==> config.mk <==
export PLATFORM = sky130hd
export DESIGN_NAME = spi_fifo_master
export DESIGN_NICKNAME = d
export VERILOG_FILES = /design/src/rtl/spim_pkg.sv /design/src/rtl/spim_fifo.sv /design/src/rtl/spim_shifter.sv /design/src/rtl/spi_fifo_master.sv
export SDC_FILE = /design/constraint.sdc
export NUM_CORES = 1
export LEC_CHECK = 0
export ABC_AREA = 0
export BUFFER_PORTS_ARGS = -buffer_cell sky130_fd_sc_hd__buf_2
export CAP_MARGIN = 20
export CORE_MARGIN = 2
export CORE_UTILIZATION = 55
export CTS_CLUSTER_SIZE = 10
export DETAILED_ROUTE_END_ITERATION = 12
export GPL_ROUTABILITY_DRIVEN = 1
export PLACE_DENSITY_LB_ADDON = 0.1
export SLEW_MARGIN = 30
export SYNTH_ARGS = -nofsm -noshare
export SYNTH_HDL_FRONTEND = slang
export SYNTH_SLANG_ARGS = --single-unit
==> constraint.sdc <==
create_clock -name clk -period 5.1 [get_ports clk]
set_input_delay 0.51 -clock clk [delete_from_list [all_inputs] [get_ports clk]]
set_output_delay 0.51 -clock clk [all_outputs]
set_load 0.005 [all_outputs]
==> src/rtl/spim_pkg.sv <==
package spim_pkg;
    typedef enum logic [1:0] {
        S_IDLE   = 2'd0,
        S_HALF_A = 2'd1,
        S_HALF_B = 2'd2
    } shift_state_e;

    localparam logic [7:0] OFS_CTRL = 8'h60;
    localparam logic [7:0] OFS_STAT = 8'h64;
    localparam logic [7:0] OFS_TXD  = 8'h68;
    localparam logic [7:0] OFS_RXD  = 8'h6C;
    localparam logic [7:0] OFS_SEL  = 8'h70;

    localparam int CB_EN    = 1;
    localparam int CB_MSTR  = 2;
    localparam int CB_CPOL  = 3;
    localparam int CB_CPHA  = 4;
    localparam int CB_TXCLR = 5;
    localparam int CB_RXCLR = 6;
    localparam int CB_MAN   = 7;
    localparam int CB_HOLD  = 8;
    localparam int CB_LSB   = 9;
endpackage

==> src/rtl/spim_fifo.sv <==
module spim_fifo #(
    parameter int WIDTH = 8,
    parameter int DEPTH = 16
) (
    input  logic             clk,
    input  logic             rst_n,
    input  logic             flush,
    input  logic             push,
    input  logic [WIDTH-1:0] wdata,
    input  logic             pop,
    output logic [WIDTH-1:0] rdata,
    output logic             empty,
    output logic             full
);
    localparam int AW = $clog2(DEPTH);

    logic [WIDTH-1:0] mem [DEPTH];
    logic [AW:0]      wr_ptr, rd_ptr, level;

    assign level = wr_ptr - rd_ptr;
    assign empty = (level == '0);
    assign full  = (level == (AW+1)'(DEPTH));
    assign rdata = mem[rd_ptr[AW-1:0]];

    always_ff @(posedge clk or negedge rst_n) begin
        if (!rst_n) begin
            wr_ptr <= '0;
            rd_ptr <= '0;
        end else if (flush) begin
            wr_ptr <= '0;
            rd_ptr <= '0;
        end else begin
            if (push && !full) wr_ptr <= wr_ptr + 1'b1;
            if (pop && !empty) rd_ptr <= rd_ptr + 1'b1;
        end
    end

    always_ff @(posedge clk) begin
        if (push && !full && !flush) mem[wr_ptr[AW-1:0]] <= wdata;
    end

    // a push into a full queue is dropped
    assert_no_overflow_R2: assert property (@(posedge clk) disable iff (!rst_n)
        (push && full && !pop && !flush) |=> (full && level == $past(level)));

    // a pop from an empty queue changes nothing
    assert_no_underflow_R6: assert property (@(posedge clk) disable iff (!rst_n)
        (pop && empty && !push && !flush) |=> empty);

    // a flush leaves the queue empty
    assert_flush_empties_R8: assert property (@(posedge clk) disable iff (!rst_n)
        flush |=> empty);
endmodule

==> src/rtl/spim_shifter.sv <==
module spim_shifter
    import spim_pkg::*;
#(
    parameter int WORD_W   = 8,
    parameter int HALF_DIV = 2
) (
    input  logic              clk,
    input  logic              rst_n,
    input  logic              start_ok,
    input  logic              have_data,
    input  logic [WORD_W-1:0] tx_word,
    input  logic              cpol,
    input  logic              cpha,
    input  logic              lsb_first,
    input  logic              miso,
    output logic              pop_tx,
    output logic              push_rx,
    output logic [WORD_W-1:0] rx_word,
    output logic              sclk,
    output logic              mosi,
    output logic              busy,
    output logic              done_evt
);
    localparam int BW = (WORD_W > 1) ? $clog2(WORD_W) : 1;
    localparam int HW = (HALF_DIV > 1) ? $clog2(HALF_DIV) : 1;

    shift_state_e      state, state_nx;
    logic [HW-1:0]     half_cnt;
    logic [BW-1:0]     bit_idx, pos;
    logic [WORD_W-1:0] cur_word;
    logic              half_last, bit_last, word_end, take;

    assign half_last = (half_cnt == HW'(HALF_DIV - 1));
    assign bit_last  = (bit_idx == BW'(WORD_W - 1));
    assign word_end  = (state == S_HALF_B) && half_last && bit_last;
    assign take      = ((state == S_IDLE) || word_end) && start_ok && have_data;
    assign pos       = lsb_first ? bit_idx : (BW'(WORD_W - 1) - bit_idx);

    always_comb begin
        state_nx = state;
        unique case (state)
            S_IDLE:   if (take) state_nx = S_HALF_A;
            S_HALF_A: if (half_last) state_nx = S_HALF_B;
            S_HALF_B: if (half_last) state_nx = (!bit_last || take) ? S_HALF_A : S_IDLE;
            default:  state_nx = S_IDLE;
        endcase
    end

    always_ff @(posedge clk or negedge rst_n) begin
        if (!rst_n) begin
            state    <= S_IDLE;
            half_cnt <= '0;
            bit_idx  <= '0;
            cur_word <= '0;
            rx_word  <= '0;
        end else begin
            state <= state_nx;
            if (take) begin
                cur_word <= tx_word;
                bit_idx  <= '0;
                half_cnt <= '0;
            end else if (state != S_IDLE) begin
                half_cnt <= half_last ? '0 : half_cnt + 1'b1;
                if (state == S_HALF_B && half_last)
                    bit_idx <= bit_last ? '0 : bit_idx + 1'b1;
            end
            if (state == S_HALF_A && half_last) rx_word[pos] <= miso;
        end
    end

    always_comb begin
        unique case (state)
            S_HALF_A: sclk = cpol ^ cpha;
            S_HALF_B: sclk = ~(cpol ^ cpha);
            default:  sclk = cpol;
        endcase
        mosi     = (state == S_IDLE) ? 1'b0 : cur_word[pos];
        busy     = (state != S_IDLE);
        pop_tx   = take;
        push_rx  = word_end;
        done_evt = word_end && !take;
    end

    // the engine stays idle while it is not allowed to run
    assert_hold_idle_R3: assert property (@(posedge clk) disable iff (!rst_n)
        (state == S_IDLE && !start_ok) |=> (state == S_IDLE));

    // the end-of-burst event is followed by an idle engine
    assert_evt_then_idle_R9: assert property (@(posedge clk) disable iff (!rst_n)
        done_evt |=> (!busy && !done_evt));
endmodule

==> src/rtl/spi_fifo_master.sv <==
module spi_fifo_master
    import spim_pkg::*;
#(
    parameter int WORD_W   = 8,
    parameter int DEPTH    = 16,
    parameter int HALF_DIV = 2,
    parameter int NUM_SS   = 4
) (
    input  logic              clk,
    input  logic              rst_n,
    input  logic [7:0]        bus_addr,
    input  logic              bus_wr,
    input  logic              bus_rd,
    input  logic [31:0]       bus_wdata,
    output logic [31:0]       bus_rdata,
    output logic              sclk,
    output logic              mosi,
    input  logic              miso,
    output logic [NUM_SS-1:0] ss_n,
    output logic              tx_empty_evt,
    output logic              flag_rx_empty,
    output logic              flag_rx_full,
    output logic              flag_tx_empty,
    output logic              flag_tx_full
);
    logic              c_en, c_mstr, c_cpol, c_cpha, c_man, c_hold, c_lsb;
    logic [NUM_SS-1:0] sel_reg;
    logic              wr_ctrl, tx_clr, rx_clr, tx_push, rx_pop;
    logic              pop_tx, push_rx, busy, start_ok;
    logic [WORD_W-1:0] tx_head, rx_head, rx_word;

    assign wr_ctrl  = bus_wr && (bus_addr == OFS_CTRL);
    assign tx_clr   = wr_ctrl && bus_wdata[CB_TXCLR];
    assign rx_clr   = wr_ctrl && bus_wdata[CB_RXCLR];
    assign tx_push  = bus_wr && (bus_addr == OFS_TXD);
    assign rx_pop   = bus_rd && (bus_addr == OFS_RXD);
    assign start_ok = c_en && c_mstr && !c_hold;

    always_ff @(posedge clk or negedge rst_n) begin
        if (!rst_n) begin
            {c_en, c_mstr, c_cpol, c_cpha, c_man, c_lsb} <= '0;
            c_hold  <= 1'b1;
            sel_reg <= '1;
        end else begin
            if (wr_ctrl) begin
                c_en   <= bus_wdata[CB_EN];
                c_mstr <= bus_wdata[CB_MSTR];
                c_cpol <= bus_wdata[CB_CPOL];
                c_cpha <= bus_wdata[CB_CPHA];
                c_man  <= bus_wdata[CB_MAN];
                c_hold <= bus_wdata[CB_HOLD];
                c_lsb  <= bus_wdata[CB_LSB];
            end
            if (bus_wr && bus_addr == OFS_SEL) sel_reg <= bus_wdata[NUM_SS-1:0];
        end
    end

    spim_fifo #(.WIDTH(WORD_W), .DEPTH(DEPTH)) u_txq (
        .clk(clk), .rst_n(rst_n), .flush(tx_clr), .push(tx_push),
        .wdata(bus_wdata[WORD_W-1:0]), .pop(pop_tx), .rdata(tx_head),
        .empty(flag_tx_empty), .full(flag_tx_full));

    spim_fifo #(.WIDTH(WORD_W), .DEPTH(DEPTH)) u_rxq (
        .clk(clk), .rst_n(rst_n), .flush(rx_clr), .push(push_rx),
        .wdata(rx_word), .pop(rx_pop), .rdata(rx_head),
        .empty(flag_rx_empty), .full(flag_rx_full));

    spim_shifter #(.WORD_W(WORD_W), .HALF_DIV(HALF_DIV)) u_eng (
        .clk(clk), .rst_n(rst_n), .start_ok(start_ok), .have_data(!flag_tx_empty),
        .tx_word(tx_head), .cpol(c_cpol), .cpha(c_cpha), .lsb_first(c_lsb),
        .miso(miso), .pop_tx(pop_tx), .push_rx(push_rx), .rx_word(rx_word),
        .sclk(sclk), .mosi(mosi), .busy(busy), .done_evt(tx_empty_evt));

    assign ss_n = (c_man || busy) ? sel_reg : '1;

    always_comb begin
        bus_rdata = '0;
        unique case (bus_addr)
            OFS_CTRL: begin
                bus_rdata[CB_EN]   = c_en;
                bus_rdata[CB_MSTR] = c_mstr;
                bus_rdata[CB_CPOL] = c_cpol;
                bus_rdata[CB_CPHA] = c_cpha;
                bus_rdata[CB_MAN]  = c_man;
                bus_rdata[CB_HOLD] = c_hold;
                bus_rdata[CB_LSB]  = c_lsb;
            end
            OFS_STAT: bus_rdata[3:0] = {flag_tx_full, flag_tx_empty, flag_rx_full, flag_rx_empty};
            OFS_RXD:  if (!flag_rx_empty) bus_rdata[WORD_W-1:0] = rx_head;
            OFS_SEL:  bus_rdata[NUM_SS-1:0] = sel_reg;
            default:  bus_rdata = '0;
        endcase
    end

    // with automatic select, an idle engine deselects all slaves
    assert_ss_idle_R10: assert property (@(posedge clk) disable iff (!rst_n)
        ($fell(busy) && !c_man && !wr_ctrl) |-> (ss_n == '1));

    // the end event is only raised when the transmit queue is empty or the engine is held
    assert_evt_drained_R9: assert property (@(posedge clk) disable iff (!rst_n)
        tx_empty_evt |-> (flag_tx_empty || !start_ok));
endmodule

==> flow_metrics.env <==
export IMPL_worst_setup_path_type="reg2out"
export IMPL_start_util=0.560
export IMPL_powerDensity_nw_per_um2=410
export IMPL_fp_dieW_um=161
export IMPL_grtUsageTotal=0.222
export IMPL_synth_edf_count=256
export IMPL_hpwl_um=18500
export IMPL_cts_resized=0
export IMPL_core_um2=24200
export IMPL_via_per_inst=5.99
export IMPL_cts_sink_count=309
export IMPL_final_common_cell="edfxtp_1"
export IMPL_startpoint="u_txq.rd_ptr[2]"
export IMPL_finalCritPeriodShare=0.810
export IMPL_vias=7338
export IMPL_root_buffer="clkbuf_16"
export IMPL_multiInputGateArea_um2=4190
export IMPL_worstSetupEndpointType="output port"
export IMPL_grt_max_degree=54
export IMPL_antenna_found_initial=0
export IMPL_finClkSkew_ns=0.0145
export IMPL_io_pins=88
export IMPL_ys_flop_type="edfxtp_1"
export IMPL_drc=0
export IMPL_final_setup_viol_count=0
export IMPL_pwr_share_seq=0.498
export IMPL_reg2reg_depth=10
export IMPL_p_switching_mw=1.54
export IMPL_fin_nets=944
export IMPL_diodes=0
export IMPL_synth_cell_types=65
export IMPL_avgSynthCellArea_um2=16.6
export IMPL_cts_tree="yes"
export IMPL_die_height_um=161
export IMPL_status="completed"
export IMPL_arrival_ns=3.62
export IMPL_cts_max_level=2
export IMPL_whs_ns=0.117
export IMPL_drt_total_wl_um=27800
export IMPL_rsz0062_at_grt="no"
export IMPL_fmax_ghz=0.242
export IMPL_grt_first_pass_wirelength_um=43500
export IMPL_cpMaxStageDelayCell="dfrtp_1"
export IMPL_hold_viol=0
export IMPL_maxCapViolCount=0
export IMPL_relSlewSlack=0.378
export IMPL_finalWorstSetupSlack_ns=0.968
export IMPL_r2r_start="u_rxq.rd_ptr[1]"
export IMPL_p_leak_nw=5.52
export IMPL_async_reset_ff_frac=0.172
export IMPL_worst_setup_path_start_kind="flop"
export IMPL_final_cell_mix="edfxtp_1, mux4_2, dfrtp_1, nor2_1, buf_2"
export IMPL_clkSlewWorstSetupHoldPaths_ns=0.06
export IMPL_worst_ir_drop_vdd_mv=0.314
export IMPL_drt_wirelength_per_cell_um=22.7
export IMPL_layout_drive_gt1_share=0.239
export IMPL_fillers=1758
export IMPL_critPathBufInv=2
export IMPL_p_int_mw=4.67
export IMPL_ys_ff_latch=309
export IMPL_cts_made_buffers=37
export IMPL_die_area_um2=26000
export IMPL_grt_overflow_total=0
export IMPL_synth_area_um2=13600
export IMPL_cts_hold_buf=0
export IMPL_worst_slew_pin_slew_ns=0.930
export IMPL_crit_fanout=12
export IMPL_path_cells="inv_1 > ha_1 > and3b_1 > o211a_1 > o2111a_1 > a222oi_1 > o21ai_0 > buf_2"
export IMPL_pwr_share_clk=0.385
export IMPL_swShare=0.248
export IMPL_postCtsSetupRepairBufs=0
export IMPL_seq_area_frac_synth=0.664
export IMPL_cpLargestDelayFamily="compound AO/OA/AOI/OAI gates"
export IMPL_cts_buffer_depth=3
export IMPL_min_path_type="in2async"
export IMPL_routabilityCongestion=0.831
export IMPL_portBuffers=43
export IMPL_min_period_ns=4.13
export IMPL_clk_insertion_delay_late_ns=0.51
export IMPL_synth_warning_count=0
export IMPL_maxSlewViolCount=0
export IMPL_r2r_end="u_rxq.mem[11][7]"
export IMPL_syn_to_final_growth_pct=11.6
export IMPL_tns_ns=0
export IMPL_p_comb_frac=0.117
export IMPL_seq_area_um2=9020
export IMPL_grt_pass1_vias=7595
export IMPL_critPathRequiredTime_ns=4.59
export IMPL_first_pass_iters=7
export IMPL_synth_cells=820
export IMPL_pre_cts_slack_ns=1.47
export IMPL_ant_nets=0
export IMPL_cpPeakStageDelay_ns=0.67
export IMPL_drtIter0Drc=770
export IMPL_num_rows=57
export IMPL_r2r_setup_slack_ns=1.54
-- final cells by class --
type | count | area share
clock buffer | 62 | 0.0701
timing repair buffer | 55 | 0.0201
multi-input combinational | 440 | 0.277
sequential | 309 | 0.595
inverter | 32 | 0.00793
clock inverter | 3 | 0.00281
tap | 324 | 0.0268
-- metrics by stage --
stage / utilization / cells / total power, mW / instance area (um2)
after floorplan: - / 841 / 3.62 / 13700
after global placement: 0.579 / 1160 / 3.81 / 14000
after detailed placement: 0.579 / 1160 / 3.86 / 14000
after CTS: 0.625 / 1225 / 6.26 / 15100
after global routing: 0.625 / 1225 / 6.46 / 15200
final: 0.625 / 1225 / 6.22 / 15200
-- cell families after synthesis --
kind of cell	Yosys count	share of synthesized area
xor gates and xnor gates	18	0.0126
AOI/OAI and AO/OA	92	0.0466
adders and majority gates	24	0.0221
and+or+nand+nor	177	0.0665
muxes	107	0.154
buffers and inverters	92	0.0329
DFF	309	0.664
other	1	0.000276
-- metal layers --
layer / GRT usage / share of wire
met5: 0 / 0
met4: 0.0917 / 0.039
met3: 0.0342 / 0.040
met2: 0.400 / 0.53
met1: 0.269 / 0.39
-- worst reg2reg max path, cell delays in order (launching register included) --
cell and delay [ns]:
dfrtp_1 0.32, buf_4 0.45, inv_1 0.09, ha_1 0.31, nor2b_1 0.13, o21a_1 0.20, o211a_1 0.23, o31ai_1 0.26
buf_4 0.24, nand3_1 0.18, nor2_1 0.76
-- worst max path at each step --
stage | to | slack, ns | cells after the start
final | bus_rdata[2] | 0.97 | 8
after global routing | bus_rdata[2] | 0.78 | 8
after CTS | bus_rdata[2] | 0.94 | 8
after detailed placement | u_rxq.mem[11][4] | 1.47 | 10
after global placement | u_rxq.mem[8][3] | 1.54 | 10
after floorplan | u_rxq.mem[0][0] | 1.51 | 11
-- synth_stat cells (3+ instances only) --
| master | n | area, um2 |
|---|---|---|
| a22oi_1 | 4 | 30.0 |
| o211ai_1 | 5 | 37.5 |
| clkbuf_1 | 20 | 75.1 |
| mux2_2 | 20 | 225 |
| a21o_1 | 5 | 37.5 |
| nand3_1 | 24 | 120 |
| xnor2_1 | 12 | 105 |
| buf_4 | 23 | 173 |
| and3_1 | 17 | 106 |
| ha_1 | 24 | 300 |
| mux2i_1 | 7 | 70.1 |
| and3b_1 | 3 | 26.3 |
| buf_1 | 5 | 18.8 |
| o21ai_0 | 19 | 95.1 |
| nand2b_1 | 8 | 50.1 |
| nor4_1 | 3 | 18.8 |
| dfstp_2 | 5 | 131 |
| and2_1 | 3 | 18.8 |
| edfxtp_1 | 256 | 7690 |
| o31ai_1 | 8 | 60.1 |
| nor3_1 | 15 | 75.1 |
| inv_1 | 30 | 113 |
| dfrtp_1 | 48 | 1200 |
| buf_2 | 12 | 60.1 |
| a21oi_1 | 23 | 115 |
| mux4_2 | 80 | 1800 |
| o211a_1 | 4 | 40.0 |
| nor2b_1 | 7 | 43.8 |
| xor2_1 | 5 | 43.8 |
| nand2_1 | 30 | 113 |
| nor2_1 | 48 | 180 |
| a221oi_1 | 3 | 26.3 |
-- power by group through the flow --
| stage | clock network, mW | logic [mW] | registers, mW |
|---|---|---|---|
| 2_1_floorplan | 0 | 0.597 | 3.02 |
| 4_1_cts | 2.44 | 0.728 | 3.09 |
| 5_1_grt | 2.54 | 0.804 | 3.11 |
| 3_3_place_gp | 0 | 0.695 | 3.12 |
| 3_5_place_dp | 0 | 0.723 | 3.14 |
| 6_report | 2.40 | 0.727 | 3.09 |
No activity file was read; power rests on OpenSTA's default activity.
